==> src/rtl/trimmed_mean_filter.sv <==
module trimmed_mean_filter #(
  parameter int DW        = 12,
  parameter int AW        = 16,
  parameter int SHORT_LEN = 6,
  parameter int LONG_LEN  = 10
) (
  input  logic          clk,
  input  logic          rst_n,
  input  logic          clr_i,
  input  logic          cnt_sel_i,
  input  logic          smp_vld_i,
  input  logic [DW-1:0] smp_i,
  output logic          res_vld_o,
  output logic [DW-1:0] res_o
);
  localparam int CW     = $clog2(LONG_LEN + 1);
  localparam int SSH    = $clog2(SHORT_LEN - 2);
  localparam int LSH    = $clog2(LONG_LEN - 2);
  localparam int PAD    = AW - DW;
  localparam logic [CW-1:0] SLAST = CW'(SHORT_LEN - 1);
  localparam logic [CW-1:0] LLAST = CW'(LONG_LEN - 1);

  logic [AW-1:0] sum_q, sum_n, trim, shifted;
  logic [DW-1:0] min_q, max_q, min_n, max_n, res_q;
  logic [CW-1:0] cnt_q;
  logic          sel_q, vld_q, sel_eff, take, last;

  assign sel_eff = (cnt_q == '0) ? cnt_sel_i : sel_q;
  assign take    = smp_vld_i & ~clr_i;
  assign last    = take & (cnt_q == (sel_eff ? LLAST : SLAST));

  assign sum_n   = sum_q + {{PAD{1'b0}}, smp_i};
  assign min_n   = (smp_i < min_q) ? smp_i : min_q;
  assign max_n   = (smp_i > max_q) ? smp_i : max_q;
  assign trim    = sum_n - {{PAD{1'b0}}, min_n} - {{PAD{1'b0}}, max_n};
  assign shifted = sel_eff ? (trim >> LSH) : (trim >> SSH);

  always_ff @(posedge clk or negedge rst_n) begin
    if (!rst_n) begin
      sum_q <= '0;
      min_q <= '1;
      max_q <= '0;
      cnt_q <= '0;
      sel_q <= 1'b0;
      vld_q <= 1'b0;
      res_q <= '0;
    end else begin
      vld_q <= last;
      if (last) res_q <= shifted[DW-1:0];
      if (clr_i || last) begin
        sum_q <= '0;
        min_q <= '1;
        max_q <= '0;
        cnt_q <= '0;
      end else if (take) begin
        sum_q <= sum_n;
        min_q <= min_n;
        max_q <= max_n;
        cnt_q <= cnt_q + 1'b1;
        sel_q <= sel_eff;
      end
    end
  end

  assign res_vld_o = vld_q;
  assign res_o     = res_q;
endmodule

==> config.mk <==
export PLATFORM = sky130hd
export DESIGN_NAME = trimmed_mean_filter
export DESIGN_NICKNAME = d
export VERILOG_FILES = /design/src/rtl/trimmed_mean_filter.sv
export SDC_FILE = /design/constraint.sdc
export NUM_CORES = 1
export LEC_CHECK = 0
export ABC_AREA = 0
export BUFFER_PORTS_ARGS = -buffer_cell sky130_fd_sc_hd__buf_2
export CORE_MARGIN = 4
export CORE_UTILIZATION = 54
export CTS_BUF_LIST = sky130_fd_sc_hd__clkbuf_8
export DETAILED_ROUTE_END_ITERATION = 8
export PLACE_DENSITY = 0.72
export SLEW_MARGIN = 15
export SYNTH_ARGS = -nofsm -noshare
export SYNTH_HDL_FRONTEND = slang
export SYNTH_SLANG_ARGS = --single-unit
==> constraint.sdc <==
create_clock -name clk -period 5.8 [get_ports clk]
set_input_delay 0.58 -clock clk [delete_from_list [all_inputs] [get_ports clk]]
set_output_delay 0.58 -clock clk [all_outputs]
set_load 0.03 [all_outputs]
* Word-level counts from Yosys, hierarchy flattened *
Index checks and enable logic that the tools add are counted.

word-level totals
  output and inout bits = 13
  word-level logic and storage cells = 35
  bits of input ports = 17
  flip-flop bits (word level) = 58

operators by class
  reduce and logical (&&, ||, !) cells = 4
  eq/ne operators = 1
  add/sub/neg operators = 4
  magnitude comparators = 2
  bitwise operators = 4
  multiplexer cells = 13

operator list
  cell                 count
  $mux 12              7
  $mux 16              2
  $sub 15x12->15       2
  $add 16x12->16       1
  $gt 12x12->1         1
  $lt 12x12->1         1
  $mux 4               3
  $add 4x1->4 const B  1
  $eq 4x4->1           1
  $logic_not 4->1      1
  $and 1x1->1          2
  $not 1->1            2
  $reduce_and 2->1     1
  $reduce_bool 2->1    1
  $logic_or 1x1->1     1
  $mux 1               1

* Longest topological paths before layout *
  depth after elaboration = 8
  gate-level depth with buffers = 20

* Worst setup path before layout *
Ideal clock, no wire load.

  path type = input to register
  start = input smp_i[5]
  end = register res_q[10], in the netlist res_o[10]
  setup time = 135 ps
  path buffers = 2
  path slack = 1255 ps
  required time = 5665 ps
  data arrival time = 4410 ps
  stages on the path = 19
  path through = ha_1 -> a21o_1 -> a21o_1 -> a21oi_1 -> or2_2 -> a31oi_2 -> clkbuf_1 -> nor2_1 -> a21oi_1 -> fa_1 -> ha_1 -> buf_2 -> and4_4 -> a21oi_1 -> a21bo_2 -> a211o_1 -> and3_1 -> a211oi_1 -> o22ai_1

on the way
  longest elaborated chain between the ends = 5
  elaborated cells on any way between the ends = 8
  those cells by class = 3 x add/sub; 2 x order compare; 3 x mux

ends and longest elaborated chain
  element                 line  RTL
  start: declaration      12    input logic [DW-1:0] smp_i,
  $lt 12x12->1            33    assign min_n = (smp_i < min_q) ? smp_i : min_q;
  $mux 12                 33
  $sub 15x12->15          35    assign trim = sum_n - {{PAD{1'b0}}, min_n} - {{PAD{1'b0}}, max_n};
  $sub 15x12->15 (*)      35
  $mux 12 (*)             36    assign shifted = sel_eff ? (trim >> LSH) : (trim >> SSH);
  end signal: assignment  49    if (last) res_q <= shifted[DW-1:0];
  end: declaration        24    logic [DW-1:0] min_q, max_q, min_n, max_n, res_q;

Every way passes the cells marked *; elsewhere a longest branch is shown, timed or not.
A chain may end at the register's enable or synchronous reset.

* Final worst setup path *
  start = register max_q[5]
  end = register res_q[10], in the netlist res_o[10]

on the way
  longest elaborated chain between the ends = 4

ends and longest elaborated chain
  element                   line  RTL
  start: declaration        24
  start signal: assignment  58    max_q <= max_n;
  $gt 12x12->1              34    assign max_n = (smp_i > max_q) ? smp_i : max_q;
  $mux 12 (*)               34
  $sub 15x12->15 (*)        35
  $mux 12 (*)               36

Marked as above.

==> metrics.txt <==
status=finished, final reports clean; final setup TNS=0 ps; Antenna Violating Nets Remaining=0; Sw Pwr=768 uW; Synth Area in XOR/XNOR=0.0294; CTS tree=built; Initial Util=0.550; Clock Power Share=0.208; Num CTS Buffers=9; crit path kind=reg -> reg; drt pass-1 iters=5; via count=4010; io pins=30; HP Class=in -> async; Synth Register Bits=57; GPL Wtd Cong=0.875; Synth Area in Simple Gates=0.146; WL/cell=16.8 um; Die Ht=102 um; Synth Net Count=605; Buf/Inv on CP=2; vias per cell=6.10; n_diodes=0; Gate power share=0.542; clock sinks=57; Hold Vio Cnt, Final=0; Mapped Avg Cell Area=9.09 um^2; Root Buffer=clkbuf_8; Die X=102 um; CTS max path bufs=2; Critical Path Source=max_q[5]; Area Overhead vs Synth=8.25%; Ys Warns=0; Synth Cell Area=0.00477 mm^2; dpl hpwl=8130 um; fin. max-slew vios=0; Reg2Reg Depth=19; Req. time, crit path=6010 ps; CP max stage cell=a31oi_2; Worst Tran Pin Value=1100 ps; vias in the first global route=3968; Final setup viols=0; async set-or-reset flop fraction in the synthesized netlist=1.00; CTS Hold Bufs=0; Crit path depth=19; nets@finish=624; critical-path cell list=inv_1 > ha_1 > a21o_1 > a21o_1 > a21oi_1 > or2_2 > a31oi_2 > buf_4 > nor2_1 > a21oi_1 > fa_1 > ha_1 > a21o_1 > a21oi_1 > o22ai_1 > a211o_1 > and3_1 > a211oi_1 > o22ai_1; FMAX=210 MHz; initial antenna violation count=0; Sw Share=0.422; row count=34; Slew HR=0.264; Reg2Reg Launch Point=max_q[5]; Yosys cell types=69; fin crit period=4770 ps; post-synthesis compound-gate area fraction=0.253; Synth Instances=525; critical path's top delay family=compound AO/OA/AOI/OAI gates; Maximum Capacitance Violations=0; Post-synth top flop=dfrtp_1; clock transition at the registers of the reported paths=70 ps; crit start category=flip-flop; GRT Overall Usage=0.229; post-route non-filler standard cell count=657; DIE AREA=0.0104 mm^2; drt initial violations=209; share of synthesized area spent on multiplexers=0.0299; CP peak stage delay=490 ps; H-Tree Depth=3; Worst Skew=8.70 ps; core area=0.00868 mm^2; Placed Cells=641; Tcrit/Tclk final=0.822; DRT Wirelength=11000 um; grt ovf=0; post_cts resized=0; RSZ-0062 raised after global routing=no; Clk Latency, worst-skew pair=350 ps; highest net fanout along the worst path=14; Max IR drop VDD=0.206 mV; Setup crit end kind=flip-flop; Power Internal=1050 uW; Setup Buffers After CTS=0; Crit path arrival time=4970 ps; Static Leak=0.00242 uW; Reg power frac=0.250; Post-synth EDFFs=0; Worst R2R End=res_o[10]; # DRC=0; Adder-Cell Fraction of Synth Area=0.182; register area share after synthesis=0.302; port bufs=29; first-pass GRT wire length=18900 um; post-layout util=0.596; share of cells above drive strength 1=0.129; r2r setup slk=1030 ps; largest net degree at the start of global routing=58; PwrDens=352 mW/mm^2; largest family of logic cells by synthesized area=compound AO/OA/AOI/OAI gates
## power groups by stage
| stage | Clock (uW) | Sequential, uW | Combinational (uW) |
|---|---|---|---|
| CTS | 382 | 454 | 981 |
| detailed placement | 0 | 461 | 975 |
| finish | 377 | 455 | 985 |
| global route | 400 | 459 | 1120 |
| floorplan | 0 | 462 | 780 |
| global placement | 0 | 460 | 950 |
## routing by layer
metal | wire length [um] | GRT usage | vias to the layer above
met4 | 212 | 0.0938 | 0
met3 | 375 | 0.0348 | 20
li1 | - | - | 1963
met2 | 5320 | 0.378 | 84
met5 | 0 | 0 | -
met1 | 5100 | 0.300 | 1943
## flip-flops by register name, indices dropped and copies added, names as in the netlist
name	flops
max_q	12
res_vld_o	1
cnt_q	4
res_o	12
sel_q	1
sum_q	15
min_q	12
## area by class of cell
cell class	count	area, um^2
Clock buffer	10	138
Inverter	41	154
Sequential cell	57	1440
Multi-Input combinational cell	402	3070
Fill cell	779	3510
Clock inverter	6	51.3
Timing Repair Buffer	33	175
Tap cell	108	135
## placed cells by master (no fill, tap or decap), types with 3 or more instances in the layout
master,count
o21ai_0,21
o21ai_1,10
xnor2_1,14
inv_1,43
o22a_1,13
clkbuf_8,10
dfrtp_1,45
a31oi_1,5
buf_4,4
nor4_1,5
dfstp_2,12
a21oi_1,34
fa_1,11
nand2b_1,6
and3_1,4
a21o_1,10
nor2b_1,5
a22o_1,24
mux2i_1,11
o21a_1,11
o22ai_1,5
o211ai_1,3
nand2_1,33
nor3_1,13
o41ai_1,4
nand3_1,8
nor2_1,34
nand4_1,6
or3_1,4
o31ai_1,4
ha_1,52
a211oi_1,6
buf_2,29
or2_1,3
## stage by stage
| step | setup slack, ps | hold WS, ps | instance area [um^2] | power [uW] |
|---|---|---|---|---|
| floorplan | 1250 | 284 | 4770 | 1240 |
| global placement | 814 | 465 | 4970 | 1410 |
| detailed placement | 716 | 466 | 4970 | 1440 |
| CTS | 1040 | 410 | 5160 | 1820 |
| global route | 581 | 448 | 5170 | 1980 |
| finish | 1030 | 393 | 5170 | 1820 |
## synth_stat cells, types with 13 or more instances
master / count / area (um^2)
o21ai_0: 21 / 105
nor3_1: 13 / 65.1
nor2_1: 34 / 128
a22o_1: 24 / 210
xnor2_1: 14 / 123
nand2_1: 33 / 124
dfrtp_1: 45 / 1130
ha_1: 52 / 651
o22a_1: 13 / 114
inv_1: 40 / 150
a21oi_1: 34 / 170
## cells by family after synthesis
family	Yosys count
AOI/OAI and AO/OA	172
xor gates and xnor gates	16
adders and majority gates	63
buffers and inverters	66
DFF	57
muxes	14
and+or+nand+nor	137
## worst max-delay path by stage
stage           endpoint  slack (ps)
2_1_floorplan  res_o[10]        1250
3_3_place_gp    res_o[6]         810
3_5_place_dp   res_o[10]         720
4_1_cts        res_o[10]        1040
5_1_grt        res_o[10]         580
6_report       res_o[10]        1030
(Power assumes the default switching activity.)
